## src/rtl/fpr_pkg.sv

```systemverilog
package fpr_pkg;
  localparam int FRAC_W  = 23;
  localparam int EXPF_W  = 8;
  localparam int MANT_W  = FRAC_W + 1;
  localparam int EXT_W   = 3;
  localparam int SIG_W   = MANT_W + EXT_W;
  localparam int EXP_TOP = (1 << EXPF_W) - 1;

  typedef enum logic [2:0] {
    RM_NEAR_EVEN = 3'd0,
    RM_NEAR_AWAY = 3'd1,
    RM_UP        = 3'd2,
    RM_DOWN      = 3'd3,
    RM_ZERO      = 3'd4
  } rmode_e;

  function automatic logic rnd_up(rmode_e rm, logic s, logic lsb, logic g, logic st);
    case (rm)
      RM_NEAR_EVEN: return g & (st | lsb);
      RM_NEAR_AWAY: return g;
      RM_UP:        return ~s & (g | st);
      RM_DOWN:      return s & (g | st);
      default:      return 1'b0;
    endcase
  endfunction

  function automatic logic [31:0] ovf_word(rmode_e rm, logic s);
    logic to_inf;
    case (rm)
      RM_NEAR_EVEN, RM_NEAR_AWAY: to_inf = 1'b1;
      RM_UP:                      to_inf = ~s;
      RM_DOWN:                    to_inf = s;
      default:                    to_inf = 1'b0;
    endcase
    return to_inf ? {s, {EXPF_W{1'b1}}, {FRAC_W{1'b0}}}
                  : {s, {(EXPF_W-1){1'b1}}, 1'b0, {FRAC_W{1'b1}}};
  endfunction
endpackage

```

## src/rtl/fpr_denorm.sv

```systemverilog
module fpr_denorm
  import fpr_pkg::*;
#(
  parameter int EXP_W = 10
) (
  input  logic signed [EXP_W-1:0] exp_i,
  input  logic [SIG_W-1:0]        sig_i,
  output logic [SIG_W-1:0]        sig_o,
  output logic                    tiny_o
);
  localparam int SH_W = $clog2(SIG_W);

  logic signed [EXP_W:0] sh_full;
  logic [SH_W-1:0]       sh;
  logic [SIG_W-1:0]      lost_mask;

  assign tiny_o    = (exp_i <= 0);
  assign sh_full   = (EXP_W+1)'(1) - {exp_i[EXP_W-1], exp_i};
  assign sh        = sh_full[SH_W-1:0];
  assign lost_mask = ~({SIG_W{1'b1}} << sh);

  always_comb begin
    if (!tiny_o)
      sig_o = sig_i;
    else if (sh_full >= (EXP_W+1)'(SIG_W))
      sig_o = {{(SIG_W-1){1'b0}}, |sig_i};
    else
      sig_o = (sig_i >> sh) | {{(SIG_W-1){1'b0}}, |(sig_i & lost_mask)};
  end

  // sticky collection must never turn a non-zero value into zero
  always_comb begin
    if (sig_i != '0) AST_SHIFT_KEEPS_NONZERO: assert (sig_o != '0);
  end
endmodule

```

## src/rtl/fpr_incr.sv

```systemverilog
module fpr_incr
  import fpr_pkg::*;
(
  input  rmode_e            rm_i,
  input  logic              sign_i,
  input  logic [SIG_W-1:0]  sig_i,
  output logic [MANT_W:0]   mant_o,
  output logic              inexact_o
);
  logic lsb, g, st, up;

  assign lsb       = sig_i[EXT_W];
  assign g         = sig_i[EXT_W-1];
  assign st        = |sig_i[EXT_W-2:0];
  assign inexact_o = g | st;
  assign up        = rnd_up(rm_i, sign_i, lsb, g, st);
  assign mant_o    = {1'b0, sig_i[SIG_W-1:EXT_W]} + {{MANT_W{1'b0}}, up};

  // exact values are never altered
  always_comb begin
    if (!inexact_o) AST_EXACT_UNCHANGED: assert (mant_o[MANT_W-1:0] == sig_i[SIG_W-1:EXT_W]);
  end
endmodule

```

## src/rtl/fp32_rounder.sv

```systemverilog
module fp32_rounder
  import fpr_pkg::*;
#(
  parameter int     EXP_W  = 10,
  parameter bit     DYN_RM = 1'b1,
  parameter rmode_e RM_DEF = RM_NEAR_EVEN
) (
  input  logic                    clk_i,
  input  logic                    rst_ni,
  input  logic [2:0]              rmode_i,
  input  logic                    nan_i,
  input  logic                    inf_i,
  input  logic                    sign_i,
  input  logic signed [EXP_W-1:0] exp_i,
  input  logic [SIG_W-1:0]        sig_i,
  output logic [31:0]             result_o,
  output logic                    of_o,
  output logic                    uf_o,
  output logic                    nx_o
);
  rmode_e            rm;
  logic [SIG_W-1:0]  sig_d;
  logic              tiny;
  logic [MANT_W:0]   mant_r;
  logic              inexact;
  logic [EXP_W:0]    exp_n;
  logic              ovf;
  logic [31:0]       res_d;
  logic              of_d, uf_d, nx_d;

  generate
    if (DYN_RM) begin : g_dyn_rm
      assign rm = (rmode_i > 3'd4) ? RM_ZERO : rmode_e'(rmode_i);
    end else begin : g_static_rm
      assign rm = RM_DEF;
    end
  endgenerate

  fpr_denorm #(.EXP_W(EXP_W)) u_denorm (
    .exp_i  (exp_i),
    .sig_i  (sig_i),
    .sig_o  (sig_d),
    .tiny_o (tiny)
  );

  fpr_incr u_incr (
    .rm_i      (rm),
    .sign_i    (sign_i),
    .sig_i     (sig_d),
    .mant_o    (mant_r),
    .inexact_o (inexact)
  );

  // subnormal path: carry into hidden bit yields exponent field 1
  assign exp_n = tiny ? {{EXP_W{1'b0}}, mant_r[MANT_W-1]}
                      : {1'b0, exp_i} + {{EXP_W{1'b0}}, mant_r[MANT_W]};
  assign ovf   = exp_n >= (EXP_W+1)'(EXP_TOP);

  always_comb begin
    res_d = {sign_i, exp_n[EXPF_W-1:0], mant_r[FRAC_W-1:0]};
    of_d  = 1'b0;
    uf_d  = 1'b0;
    nx_d  = inexact;
    if (nan_i) begin
      res_d = 32'h7FC0_0000;
      nx_d  = 1'b0;
    end else if (inf_i) begin
      res_d = {sign_i, {EXPF_W{1'b1}}, {FRAC_W{1'b0}}};
      nx_d  = 1'b0;
    end else if (sig_i == '0) begin
      res_d = {sign_i, 31'd0};
      nx_d  = 1'b0;
    end else if (ovf) begin
      res_d = ovf_word(rm, sign_i);
      of_d  = 1'b1;
      nx_d  = 1'b1;
    end else begin
      uf_d  = (exp_n == '0) & inexact;
    end
  end

  always_ff @(posedge clk_i or negedge rst_ni) begin
    if (!rst_ni) begin
      result_o <= '0;
      of_o     <= 1'b0;
      uf_o     <= 1'b0;
      nx_o     <= 1'b0;
    end else begin
      result_o <= res_d;
      of_o     <= of_d;
      uf_o     <= uf_d;
      nx_o     <= nx_d;
    end
  end

  AST_OF_IMPLIES_NX: assert property (@(posedge clk_i) disable iff (!rst_ni)
    of_o |-> nx_o);
  AST_OF_ENCODING: assert property (@(posedge clk_i) disable iff (!rst_ni)
    of_o |-> (result_o[30:0] == 31'h7F80_0000 || result_o[30:0] == 31'h7F7F_FFFF));
  AST_UF_IMPLIES_NX: assert property (@(posedge clk_i) disable iff (!rst_ni)
    uf_o |-> nx_o);
  AST_UF_SUBNORMAL: assert property (@(posedge clk_i) disable iff (!rst_ni)
    uf_o |-> (result_o[30:23] == 8'h00 && !of_o));
  AST_NAN_NO_FLAGS: assert property (@(posedge clk_i) disable iff (!rst_ni)
    (result_o[30:23] == 8'hFF && result_o[22:0] != '0) |-> !(of_o || uf_o || nx_o));
endmodule

```

## config.mk

```make
export PLATFORM = sky130hd
export DESIGN_NAME = fp32_rounder
export DESIGN_NICKNAME = d
export VERILOG_FILES = /design/src/rtl/fpr_pkg.sv /design/src/rtl/fpr_denorm.sv /design/src/rtl/fpr_incr.sv /design/src/rtl/fp32_rounder.sv
export SDC_FILE = /design/constraint.sdc
export NUM_CORES = 1
export LEC_CHECK = 0
export BUFFER_PORTS_ARGS = -buffer_cell sky130_fd_sc_hd__buf_2
export CAP_MARGIN = 20
export CORE_MARGIN = 2
export CORE_UTILIZATION = 40
export DETAILED_ROUTE_END_ITERATION = 6
export PLACE_DENSITY = 0.57
export SLEW_MARGIN = 10
export SYNTH_ARGS = -nofsm -noshare
export SYNTH_HDL_FRONTEND = slang
export SYNTH_HIERARCHICAL = 1
export SYNTH_SLANG_ARGS = --single-unit
```

## constraint.sdc

```tcl
create_clock -name clk_i -period 0.8 [get_ports clk_i]
set_input_delay 0.04 -clock clk_i [delete_from_list [all_inputs] [get_ports clk_i]]
set_output_delay 0.04 -clock clk_i [all_outputs]
set_load 0.02 [all_outputs]
```

==> run metrics <==
status complete, but fails checks; failing checks setup timing; Seq/Total Area, Yosys 20.21%; CTS Buffer Depth 2; WHS Endpoint result_o[31]; Die H ~110 um; Netlist cell types 75; H-tree depth 2; CTS root buf clkbuf_8; Nets around 840; post-DP HPWL about 14000 um; TritonCTS clock tree built; Clk pwr share approximately a fifth; drt drc 0; VDD IR max roughly 0.0011 V; Power Density 1066 nW/um^2; switch share 35.94%; initial antenna violation count 0; EDFF count, synth 0; mapped cell area 4334 um^2; area leader, netlist dfrtp_1; period utilization 563.7%; Post-Syn Nets approximately 570; max-slew violations 0; crit start category input pin; Post-Syn Area per Cell roughly 8.4 um^2; slowest cell on the critical path mux4_2; WP buf/inv 4; CP endpoint kind register; vias per inst ~5.8; NetSw between 2 and 3 mW; GR Util All Layers a little under a third; Initial Utilization approximately two fifths; WP data required between 0.9 and 1 ns; worst slew pin tran between 0.5 and 0.6 ns; Diodes inserted 0; number of global-route vias before repair 5419; Slowest Stage Delay on Critical Path about 0.33 ns; final setup fails 69; Core ar. 10700 um^2; Setup CP Type input pin to register; Syn. warnings 6; first-pass GRT wire length 28080 um; Port-buffer cells 79; Final Wtd Congestion between 0.9 and 1; Most common cell on crit path ha_4; asr flop ratio synth 100.0%; CTS Sinks 35; PnR worst setup slack -3.710 ns; die area between 10000 and 15000 um^2; Worst path top cell family by delay compound AO/OA/AOI/OAI gates; DR WL/cell approximately 20 um; share of cells above drive strength 1 between 50% and 60%; Synth top area share 20.21%; final worst path period need roughly 4.5 ns; Antenna Nets Post-Route 0; Min-Delay Path Depth 3; setup TNS -123.14 ns; RSZ-0062 raised after global routing true; top post-synthesis cells by area dfrtp_1, mux2i_1, mux2_2; GRT overflow 0; Fin. Hold Viols 0; Num CTS Buffers 5; Comb power frac 54.5%; FF+latch count, synth 35; hold_sp nan_i; Fmax 221.7 MHz; Worst-path clk slew 0.07 ns; Total Wirelength between 15000 and 20000 um; maximum fanout along the worst path 7; Int Power around 5 mW; Final Util between 60% and 70%; Pre-Repair DR Iteration Count 5; Top Ports 80; Leak 3.273 nW; die extent in x roughly 110 um; slew margin rel. between 60% and 70%; arrival time at the worst endpoint between 4 and 5 ns; ys flop type dfrtp_1; largest net degree at the start of global routing 36; Hold Path Class input pin to register; DR vias about 5400; Gate Count Post-Synth 513; MaxCap Viol Count 0; # rows 38; Detailed Route Iter0 Violations 393; sequential power share 24.4%; Layout area overhead 68.94%
[power by group through the flow]
stage	logic [mW]	clock network, mW	registers, mW
final	4.25	1.65	1.90
after global placement	3.60	0	1.91
after global routing	4.50	1.74	1.91
after detailed placement	3.61	0	1.91
after CTS	4.02	1.64	1.90
after floorplan	1.73	0	2.04
[routing by layer]
layer / up-vias / track usage [%] / wire length, um
met5: - / 0 / 0
met4: 0 / 18.41 / 1012
met3: 73 / 2.471 / 919
met2: 245 / 52.02 / 8802
met1: 2542 / 38.25 / 7582
li1: 2508 / - / -
[cells in the final DEF (no fill, tap or decap), drive strengths merged, types with 3 or more instances in the layout]
cell type	Yosys	routed
buf	21	299
nand2	49	49
nor2	44	44
o21ai	39	39
dfrtp	35	35
mux2i	30	30
o21a	28	28
mux2	26	26
nand3	21	21
xnor2	17	17
nor4	17	17
a21oi	16	16
nand4	15	15
nor3	14	14
mux4	10	10
xor2	9	9
a32o	9	9
ha	9	9
a22oi	8	8
inv	8	8
nor2b	7	7
clkbuf	13	7
or3	6	6
a21boi	5	5
and3	5	5
a211oi	4	4
and2	3	3
o311ai	3	3
[tightest hold or removal path: stages]
cell,delay (ns)
buf_2,0.09
buf_4,0.11
nor2b_1,0.04
[logic make-up (layout without fill, tap and decap cells)]
| group | after synthesis | in the layout | synth area share [%] |
|---|---|---|---|
| adder cells (fa/ha/maj) | 9 | 9 | 2.598 |
| multiplexers | 66 | 66 | 19.14 |
| buffers and inverters | 42 | 319 | 5.341 |
| flip-flops | 35 | 35 | 20.21 |
| AND/OR/NAND/NOR | 191 | 191 | 22.69 |
| XOR/XNOR | 26 | 26 | 5.254 |
| AO/OA/AOI/OAI | 144 | 144 | 24.77 |
[cells in the mapped netlist (3+ instances only)]
cell type / number
o21ai_0: 22
mux2_2: 24
ha_1: 9
and3_1: 4
dfrtp_1: 35
o311ai_0: 3
a22oi_1: 8
nand3_1: 20
mux2i_1: 30
buf_2: 8
mux4_2: 9
nor4_1: 16
a21boi_0: 4
or3_1: 5
nor2b_1: 7
xor2_1: 9
o21a_1: 28
nor3_1: 13
and2_1: 3
buf_6: 6
nand4_1: 13
clkbuf_1: 13
o21ai_1: 17
a32o_1: 9
nor2_1: 43
buf_4: 5
a21oi_1: 14
a211oi_1: 4
inv_1: 7
nand2_1: 47
xnor2_1: 17
[area by class of cell]
cell class | instances | area (um^2)
multi-input cells | 436 | 3565
fillers | 841 | 3376
repair buffers | 303 | 2541
flip-flops and latches | 35 | 875.8
well taps | 140 | 175.2
clock buffers | 6 | 82.58
inverters | 8 | 47.55
clock inverters | 2 | 35.03
[flip-flops by register name, summed over array words and instances (netlist names)]
name	count
uf_o	1
of_o	1
result_o	32
nx_o	1
[worst max path at each step]
| stage | from | endpoint | slack, ns | depth (start not counted) |
|---|---|---|---|---|
| detailed placement | exp_i[1] | result_o[5] | -4.08 | 27 |
| global route | exp_i[1] | result_o[23] | -3.79 | 27 |
| floorplan | exp_i[1] | result_o[10] | -4.00 | 30 |
| global placement | exp_i[1] | result_o[8] | -4.02 | 27 |
| finish | exp_i[1] | result_o[11] | -3.71 | 26 |
| CTS | exp_i[1] | result_o[11] | -3.65 | 26 |
[per-stage QoR]
stage          instance area, um^2  setup slack [ns]  power [mW]  cells  hold WS (ns)
6_report                      7322            -3.710       7.803    930       0.04067
5_1_grt                       7322            -3.788       8.157    930       0.05733
4_1_cts                       7092            -3.655       7.558    919       0.02522
3_5_place_dp                  6305            -4.081       5.526    888      0.008925
3_3_place_gp                  6305            -4.019       5.511    888      0.004676
2_1_floorplan                 4484            -3.998       3.766    513       -0.2556
[what timing repair did]
item	CTS	global route
setup endpoints to repair	69	69
buffers inserted	18	11
pin swaps	19	15
gates cloned	4	1
resized for setup	114	24
endpoints found under the hold margin	35	0
hold buffers	1	0
No activity file was read; power rests on OpenSTA's default activity.
